**src/rtl/usbaf_pkg.sv**
```systemverilog
package usbaf_pkg;
  // Classification of one register write against the stored state
  typedef enum logic [1:0] {
    WR_NONE  = 2'd0,  // no write this cycle
    WR_STORE = 2'd1,  // enable bit clear: load address, disarm
    WR_ARM   = 2'd2,  // enable bit set, field matches stored address
    WR_DROP  = 2'd3   // enable bit set, field differs: ignored
  } wr_kind_e;
endpackage

```
**src/rtl/usbaf_addr_store.sv**
```systemverilog
module usbaf_addr_store
  import usbaf_pkg::*;
#(
  parameter int ADDR_W = 7,
  parameter int DATA_W = 16
) (
  input  logic              clk,
  input  logic              rst_n,
  input  logic              clr,
  input  logic              wr_en,
  input  logic [DATA_W-1:0] wr_data,
  output logic [ADDR_W-1:0] eff_addr
);
  localparam int EN_POS = ADDR_W;

  logic [ADDR_W-1:0] addr_q;
  logic              on_q;
  logic [ADDR_W-1:0] field;
  logic              en_bit;
  wr_kind_e          kind;
  logic              unused_hi;

  assign field  = wr_data[ADDR_W-1:0];
  assign en_bit = wr_data[EN_POS];

  generate
    if (DATA_W > EN_POS + 1) begin : g_hi
      assign unused_hi = ^wr_data[DATA_W-1:EN_POS+1];
    end else begin : g_nohi
      assign unused_hi = 1'b0;
    end
  endgenerate

  always_comb begin
    kind = WR_NONE;
    if (wr_en) begin
      if (!en_bit)              kind = WR_STORE;
      else if (field == addr_q) kind = WR_ARM;
      else                      kind = WR_DROP;
    end
  end

  always_ff @(posedge clk or negedge rst_n) begin
    if (!rst_n) begin
      addr_q <= '0;
      on_q   <= 1'b0;
    end else if (clr) begin
      addr_q <= '0;
      on_q   <= 1'b0;
    end else begin
      case (kind)
        WR_STORE: begin
          addr_q <= field;
          on_q   <= 1'b0;
        end
        WR_ARM:  on_q <= 1'b1;
        default: ;
      endcase
    end
  end

  assign eff_addr = on_q ? addr_q : '0;
endmodule

```
**src/rtl/usbaf_token_match.sv**
```systemverilog
module usbaf_token_match #(
  parameter int ADDR_W = 7
) (
  input  logic              clk,
  input  logic              rst_n,
  input  logic              tok_valid,
  input  logic [ADDR_W-1:0] tok_addr,
  input  logic [ADDR_W-1:0] eff_addr,
  output logic              dec_valid,
  output logic              dec_accept
);
  logic hit;
  assign hit = (tok_addr == eff_addr);

  always_ff @(posedge clk or negedge rst_n) begin
    if (!rst_n) begin
      dec_valid  <= 1'b0;
      dec_accept <= 1'b0;
    end else begin
      dec_valid  <= tok_valid;
      dec_accept <= tok_valid & hit;
    end
  end
endmodule

```
**src/rtl/usb_addr_filter.sv**
```systemverilog
module usb_addr_filter #(
  parameter int ADDR_W = 7,
  parameter int DATA_W = 16
) (
  input  logic              clk,
  input  logic              rst_n,
  input  logic              ctrl_en,
  input  logic              bus_reset,
  input  logic              wr_en,
  input  logic [DATA_W-1:0] wr_data,
  input  logic              tok_valid,
  input  logic [ADDR_W-1:0] tok_addr,
  output logic              dec_valid,
  output logic              dec_accept,
  output logic [ADDR_W-1:0] eff_addr
);
  logic clr;
  assign clr = ~ctrl_en | bus_reset;

  usbaf_addr_store #(.ADDR_W(ADDR_W), .DATA_W(DATA_W)) u_store (
    .clk      (clk),
    .rst_n    (rst_n),
    .clr      (clr),
    .wr_en    (wr_en),
    .wr_data  (wr_data),
    .eff_addr (eff_addr)
  );

  usbaf_token_match #(.ADDR_W(ADDR_W)) u_match (
    .clk        (clk),
    .rst_n      (rst_n),
    .tok_valid  (tok_valid),
    .tok_addr   (tok_addr),
    .eff_addr   (eff_addr),
    .dec_valid  (dec_valid),
    .dec_accept (dec_accept)
  );
endmodule

```
**config.mk**
```make
export PLATFORM = sky130hd
export DESIGN_NAME = usb_addr_filter
export DESIGN_NICKNAME = d
export VERILOG_FILES = /design/src/rtl/usbaf_pkg.sv /design/src/rtl/usbaf_addr_store.sv /design/src/rtl/usbaf_token_match.sv /design/src/rtl/usb_addr_filter.sv
export SDC_FILE = /design/constraint.sdc
export NUM_CORES = 1
export LEC_CHECK = 0
export CAP_MARGIN = 25
export CORE_AREA = 5 5 42 44
export CTS_CLUSTER_DIAMETER = 60
export DETAILED_ROUTE_END_ITERATION = 7
export DIE_AREA = 0 0 47 49
export DONT_BUFFER_PORTS = 1
export PLACE_DENSITY = 0.65
export SYNTH_ARGS = -nofsm -noshare
export SYNTH_HDL_FRONTEND = slang
export SYNTH_SLANG_ARGS = --single-unit
```
**constraint.sdc**
```tcl
create_clock -name clk -period 2.7 [get_ports clk]
set_clock_uncertainty 0.2 [all_clocks]
set_input_delay 0.135 -clock clk [delete_from_list [all_inputs] [get_ports clk]]
set_output_delay 0.135 -clock clk [all_outputs]
set_load 0.005 [all_outputs]
```
# ---- Yosys cells after proc, flatten, opt, wreduce, memory -nomap -nowiden
# Cells that the tools add are included.
dict set report op_classes {
  n_bitwise 3
  n_reduce_logical 2
  mux 8
  eq_ne 4
}
# operator count
set ops {}
lappend ops {{7-bit 2-to-1 mux} 3}
lappend ops {{7-bit == test} 2}
lappend ops {{2-bit 2-to-1 mux} 2}
lappend ops {{3-bit nonzero test} 1}
lappend ops {{2-bit by 1-bit == test with 1-bit output, second input constant} 1}
lappend ops {{2-bit == test, second input constant} 1}
lappend ops {{1-bit 2-to-1 mux} 2}
lappend ops {{1-bit case mux with 2 select lines} 1}
lappend ops {{2-bit nonzero test} 1}
lappend ops {{1-bit bitwise AND} 1}
lappend ops {{1-bit NOT} 1}
lappend ops {{1-bit OR} 1}
dict set report totals {
  register_bits 10
  in_bits 29
  word_cells 21
  output_inout_bits 9
}

# ---- Logic depth before layout (Yosys ltp)
# Gate-level depths: netlist of run 1.
dict set report depth {
  word_depth 7
  depth_mapped 5
  mapped_depth_nobuf 4
}

# ---- Cells and area by module
# A second synthesis of run 1 with hierarchy kept.
dict set report unflattened {
  hier_cells 65
  area_unflattened_um2 588.1
}
# module area_per_inst_um2 n_inst seq_area_each_um2 cells_each
set by_module_without_submodules {}
lappend by_module_without_submodules {usbaf_addr_store 454.2 1 200.2 52}
lappend by_module_without_submodules {usbaf_token_match 127.6 1 50.0 12}
lappend by_module_without_submodules {usb_addr_filter 6.3 1 0.0 1}

# ---- Worst setup path after synthesis of run 1
# No wires, ideal clock.
dict set report synth_timing {
  path_kind {reg-to-reg}
  from {register u_store.addr_q[1]}
  to {register u_match.dec_accept}
  arrival_time_ns 1.067
  stages_incl_launch_ff 4
  n_path_buf 0
  synth_period_minus_slack_ns 1.378
  setup_slack_ns 1.322
  cell_sequence {dfrtp_1 a222oi_1 a21oi_1 a2111oi_2}
}
dict set report synth_via {
  elab_chain_cells 3
}
# item line
set synth_lines {}
lappend synth_lines {{start, declared} usbaf_addr_store.sv:16} ;# logic [ADDR_W-1:0] addr_q;
lappend synth_lines {{start signal, assigned} usbaf_addr_store.sv:53} ;# addr_q <= field;
lappend synth_lines {{7-bit 2-to-1 mux} usbaf_addr_store.sv:62} ;# assign eff_addr = on_q ? addr_q : '0;
lappend synth_lines {{7-bit == test} usbaf_token_match.sv:13} ;# assign hit = (tok_addr == eff_addr);
lappend synth_lines {{1-bit bitwise AND} usbaf_token_match.sv:21} ;# dec_accept <= tok_valid & hit;
lappend synth_lines {{end signal, assigned} usbaf_token_match.sv:21}
lappend synth_lines {{end, declared} usbaf_token_match.sv:10} ;# output logic dec_accept
# Every way passes these cells.
# A chain may end at the register's enable or synchronous reset.

# ---- Worst setup path after layout of run 1
dict set report layout_timing {
  from {input port tok_addr[5]}
  to {register u_match.dec_accept}
}
dict set report layout_via {
  elab_chain_cells 2
}
# item line
set layout_lines {}
lappend layout_lines {{start, declared} usb_addr_filter.sv:12} ;# input logic [ADDR_W-1:0] tok_addr,
lappend layout_lines {{7-bit == test} usbaf_token_match.sv:13}
lappend layout_lines {{1-bit bitwise AND} usbaf_token_match.sv:21}
# Every way passes these cells.

==> impl_metrics.ini, run 1 <==
[clock_network]
cts_tree = yes
cts_made_buffers = 3
count_of_h_tree_levels_built_during_cts = 1
clk_buf_depth = 2
clock-sinks = 10
worst_setup_hold_path_clk_slew_ns = 0.07
clk-insertion-delay-late_ns = 0.27
clockRootBuffer = clkbuf_4
cts.repair.resized = 0
postCtsSetupBuffers = 0

[drt]
ant_nets_after_route = 0
dr_total_vias = 651
detail_route.vias_per_cell = 5.52
postRouteWirelength_mm = 1.66
first_iter_violations = 8
drtPass1Iterations = 4
drc = 0
wl_per_cell_um = 14.1

[die]
initial_core_util = 0.463
die_width_um = 47
rows = 14
core_area_sq_um = 1400
die_height_um = 49
top_level_ports = 38
design.die.area_sq_um = 2300

[job]
max_cap_violation_count = 0

[critical_path]
worst-endpoint-required_ns = 2.71
crit_fanout = 3
critical_path.max_stage_delay_ns = 0.58
arrival_ns = 2.27
critical_path_s_slowest_cell = dlygate4sd3_1
setup.worst_path.end_class = flip-flop
crit_path_cell_trace = dlygate4sd3_1 > nor2_1 > dlygate4sd3_1 > nand2_1 > a2111oi_2 > dlygate4sd3_1
criticalPathCategory = input port to flip-flop
crit_path_frequent_cell = dlygate4sd3_1
startpoint_type = input port

[logic_synthesis]
synthesis.nets = 110
post_synth.cell_area_avg_sq_um = 8.02
main_combinational_cell_family_by_area_after_synthesis = simple AND/OR/NAND/NOR gates
synth.top_cell.area_share = 0.385
cell_taking_the_most_area_after_synthesis = dfrtp_1
synth-simple-area-share = 0.289
synthesis.area_sq_um = 649
ys.flop_type = dfrtp_1
post_synth_most_frequent_cells = nand2_1 (17), dfrtp_1 (10), a21oi_1 (9), and2_1 (7), xor2_1 (5)
synth_compound_gate_area_share = 0.175
synth-warning-count = 0
synth_top_area_cells = dfrtp_1 (39%), nand2_1 (9.8%), a21oi_1 (6.9%)
yosys-mux-area-fraction = 0
synthArstFlopShare = 1.00
synth_seq_area_share = 0.385
ys_ff_latch = 10
synth_cells = 81
synth-xor-area-share = 0.108
synth_enable_flop_cells = 0
synthAdderAreaFrac = 0
synthDistinctLibCells = 25
synthMostInstantiatedCell = nand2_1

[timing]
setup_total_negative_slack_ns = 0
timing.slew.headroom = 0.688
timing.final.hold_violations = 0
worst_slew_pin_slew_ns = 0.467
fin_crit_ns = 2.26
fin_crit_share = 0.837
rsz0062_at_grt = false
timing_max_transition_violations_final = 0
finalSetupViolCount = 0
max_clock_freq_ghz = 0.442

[finish]
final_instance_area_sq_um = 890
final_layout_size_suffix_gt1_frac = 0.0392
insertedDiodeCount = 0
layout.core_utilization = 0.635
fillerInstances = 128
regArea_sq_um = 250
finish.cell_count_without_fillers = 118
finish.net_count = 133
layout-area-overhead-vs-synth_pct = 37.0
multi_input_area_sq_um = 372

[place]
numPortBuffers = 0
placed_area_sq_um = 657
gp_congestion = 0.774
post-place-cells = 94
hpwl_detailed_mm = 1.13

[power]
power_density_nw_per_um2 = 351
power_leakage_nw = 0.355
post-layout-total-power_mw = 0.312
ir_worst_vdd_uv = 237

[global_routing]
gr-total-overflow = 0
wire_length_of_the_first_global_routing_pass_mm = 2.62
grt_pass1_vias = 625
antenna_violations_before_repair = 0
grt_start_max_net_pins = 16
grt_use_total = 0.156

[min_path]
timing.hold.worst.class = input port to flip-flop

[run_status]
status = completed
==> critical path: cells and delay by family <==
family          cells  cell delay [ns]
buf+inv             3             1.66
compound gates      1             0.33
simple gates        2             0.14
==> cell families (layout without fill, tap and decap cells) <==
kind of cell | after synthesis | after routing
AOI/OAI and AO/OA | 18 | 18
buffers and inverters | 7 | 28
and+or+nand+nor | 38 | 38
DFF | 10 | 10
xor gates and xnor gates | 8 | 8
==> stage by stage <==
stage | worst slack [ns] | hold WS (ns)
after floorplan | 1.32 | -0.361
after global placement | 1.25 | -0.360
after detailed placement | 1.21 | -0.360
after CTS | 0.447 | 0.00500
after global routing | 0.358 | 0.0263
final | 0.439 | 0.0140
==> flip-flops by register name, summed over array words and instances (netlist names) <==
| register | flops |
|---|---|
| u_match.dec_accept | 1 |
| u_match.dec_valid | 1 |
| u_store.addr_q | 7 |
| u_store.on_q | 1 |
==> path summary, 6_finish.rpt <==
path                                               start                             to  slack, ns  cells after the start
max in group asynchronous                          rst_n  u_store.addr_q[6]$_DFFE_PN0P_       1.93                      1
min reg2reg                u_store.addr_q[4]$_DFFE_PN0P_  u_store.addr_q[4]$_DFFE_PN0P_       0.40                      2
min                                              ctrl_en  u_store.addr_q[4]$_DFFE_PN0P_       0.01                      2
max reg2reg                u_store.addr_q[3]$_DFFE_PN0P_   u_match.dec_accept$_DFF_PN0_       0.67                      4
max                                          tok_addr[5]   u_match.dec_accept$_DFF_PN0_       0.44                      6
min in group asynchronous                          rst_n   u_match.dec_accept$_DFF_PN0_       0.05                      1
==> per-layer routing <==
layer  vias up  track usage  routed length [um]
met1       296        0.186                 622
met5         -            0                   0
met2        28        0.251                 838
met3         4       0.0406                 163
met4         0       0.0691                  34
li1        323            -                   -
==> cell type report <==
type | instances | share of cell area
Clock buffer | 3 | 0.0253
Inverter | 4 | 0.0169
Timing Repair Buffer | 21 | 0.236
Multi-Input combinational cell | 64 | 0.418
Sequential cell | 10 | 0.281
Tap cell | 16 | 0.0225
==> power breakdown <==
group	total, mW	switching, mW	internal (mW)
combinational	0.0508	0.0218	0.0289
sequential	0.156	0.00371	0.153
clock	0.105	0.0533	0.0516
==> cell usage in the layout, fill, tap and decap left out, drive strengths merged, types with 2 or more instances in the layout <==
cell / synthesis / layout
a21oi: 9 / 9
and2: 7 / 7
clkbuf: 2 / 3
dfrtp: 10 / 10
dlygate4sd3: 0 / 21
inv: 4 / 4
nand2: 17 / 17
nand2b: 3 / 3
nor2: 3 / 3
nor3: 2 / 2
o21ai: 4 / 4
xnor2: 3 / 3
xor2: 5 / 5
==> timing repair <==
item,CTS,global route
setup endpoints to repair,0,0
hold buffers,21,0
endpoints found under the hold margin,20,0
No activity file was read; power rests on OpenSTA's default activity.
==> run 2, diff against run 1 <==
- PLACE_DENSITY: 0.65 -> 0.67
- clock period: 2.7 -> 2 ns (I/O delays scaled with it)
==> run 2 against run 1 <==
Against the previous run: the flow now finishes with violations (negative hold slack); design area grew 14%; routed wire length is 8.0% higher; critical path depth fell by 1; sequential power increased by 35%; die area unchanged; power up 56%; register-to-register slack got worse by 0.18 ns; count of clock-buffer cells in the layout is 1 higher; clock power grew 82%; first-iteration DRC count increased by 75%; hold slack got worse by 0.027 ns; critical endpoint is now u_store.addr_q[0]$_DFFE_PN0P_; largest power group unchanged.
==> impl_metrics.ini, run 2 (synthesized netlist as in run 1, its figures left out) <==
[run_status]
status = finished with violations
violations_in_the_final_reports = negative hold slack

[timing]
timing_max_transition_violations_final = 0
post_route_hold_slack_ns = -0.0127
fin_crit_ns = 1.95
fin_crit_share = 0.974
timing.final.hold_violations = 1
max_clock_freq_ghz = 0.513
setup_slack_ns = 0.0524
worst_slew_pin_slew_ns = 0.487
finalSetupViolCount = 0
timing.slew.headroom = 0.675

[global_routing]
antenna_violations_before_repair = 0
grt_start_max_net_pins = 16
grt_pass1_vias = 691
gr-total-overflow = 0
grt_use_total = 0.178
wire_length_of_the_first_global_routing_pass_mm = 2.88

[drt]
postRouteWirelength_mm = 1.79
drc = 0
dr_total_vias = 683
ant_nets_after_route = 0
detail_route.vias_per_cell = 5.29
drtPass1Iterations = 4
first_iter_violations = 14
wl_per_cell_um = 13.9

[clock_network]
clockRootBuffer = clkbuf_4
postCtsSetupBuffers = 0
cts_made_buffers = 3
worst_setup_hold_path_clk_slew_ns = 0.07
clk_buf_depth = 2
clk-insertion-delay-late_ns = 0.28
cts_tree = yes
count_of_h_tree_levels_built_during_cts = 1
clock-sinks = 10

[critical_path]
setup.worst_path.end_class = flip-flop
criticalPathCategory = input port to flip-flop
arrival_ns = 1.97
crit_fanout = 2
startpoint_type = input port
worst-endpoint-required_ns = 2.02

[finish]
final_instance_area_sq_um = 1010
regMostFlops = u_store.addr_q
most-common-layout-cells = dlygate4sd3_1 (29), nand2_1 (17), dfrtp_1 (10)
final_layout_size_suffix_gt1_frac = 0.0531
insertedDiodeCount = 0
leading_cell_type_in_the_layout_fill_and_taps_excluded = dlygate4sd3_1
layout-area-overhead-vs-synth_pct = 55.9
layout.core_utilization = 0.722
number_of_flip_flops_under_the_largest_register_name = 7
finish.net_count = 143

[job]
max_cap_violation_count = 0

[die]
die_height_um = 49
initial_core_util = 0.463
core_area_sq_um = 1400
top_level_ports = 38
die_width_um = 47
design.die.area_sq_um = 2300
rows = 14

[place]
placement.setup.worst_slack_ns = 0.499
placed_area_sq_um = 657
numPortBuffers = 0
gp_congestion = 0.754
hpwl_detailed_mm = 1.14

[power]
power_leakage_nw = 0.437
ir_worst_vdd_uv = 369
power_density_nw_per_um2 = 481
post-layout-total-power_mw = 0.486

[min_path]
timing.hold.worst.class = input port to flip-flop
[run 2: cell count changes in the layout (fill, tap and decap cells not counted), sizes merged]
cell          before  now
clkbuf             3    4
dlygate4sd3       21   29
dlymetal6s4s       0    2
[run 2: where the power goes]
part | leakage [nW] | internal [mW] | switching, mW
Combinational | 0.279 | 0.0496 | 0.0343
Clock | 0.0210 | 0.111 | 0.0803
Sequential | 0.136 | 0.206 | 0.00518
[run 2: final cells by class]
class | instances | area (sq um)
Fill cell | 103 | 389
Multi-Input combinational cell | 64 | 375
Sequential cell | 10 | 250
Inverter | 4 | 15.0
Tap cell | 16 | 20.0
Clock buffer | 4 | 36.3
Timing Repair Buffer | 31 | 315
[run 2: metrics by stage]
stage               TNS (ns)  std cells
floorplan                  0         81
global placement           0         94
detailed placement         0         94
CTS                        0        131
global route         -0.0134        129
finish                     0        129
[run 2: worst max-delay path, cell delays in order]
cell           delay [ns]
dlygate4sd3_1        0.56
nand2_1              0.05
dlygate4sd3_1        0.58
a21oi_2              0.12
dlygate4sd3_1        0.56
[run 2: metal layers]
layer | track usage | vias to the layer above | wire length (um)
met5 | 0 | - | 0
met4 | 0.111 | 0 | 51
met3 | 0.0443 | 5 | 136
met2 | 0.269 | 25 | 883
met1 | 0.215 | 315 | 719
li1 | - | 338 | -
[run 2: repair_timing]
item                                    in CTS  in global routing
gates resized for setup                      0                  3
endpoints found under the setup margin       0                  5
hold buffers                                33                  0
endpoints found under the hold margin       20                  0
[run 2: path summary, 6_finish.rpt]
kind | startpoint | to | slack, ns | cells past startpoint
setup reg to reg | u_store.addr_q[6]$_DFFE_PN0P_ | u_store.addr_q[6]$_DFFE_PN0P_ | 0.49 | 3
hold / removal | ctrl_en | u_store.addr_q[5]$_DFFE_PN0P_ | -0.01 | 2
max in group asynchronous | rst_n | u_store.addr_q[5]$_DFFE_PN0P_ | 1.27 | 1
setup / recovery | wr_data[0] | u_store.addr_q[0]$_DFFE_PN0P_ | 0.05 | 5
min in group asynchronous | rst_n | u_match.dec_valid$_DFF_PN0_ | 0.01 | 1
hold reg to reg | u_store.addr_q[5]$_DFFE_PN0P_ | u_store.addr_q[5]$_DFFE_PN0P_ | 0.44 | 2
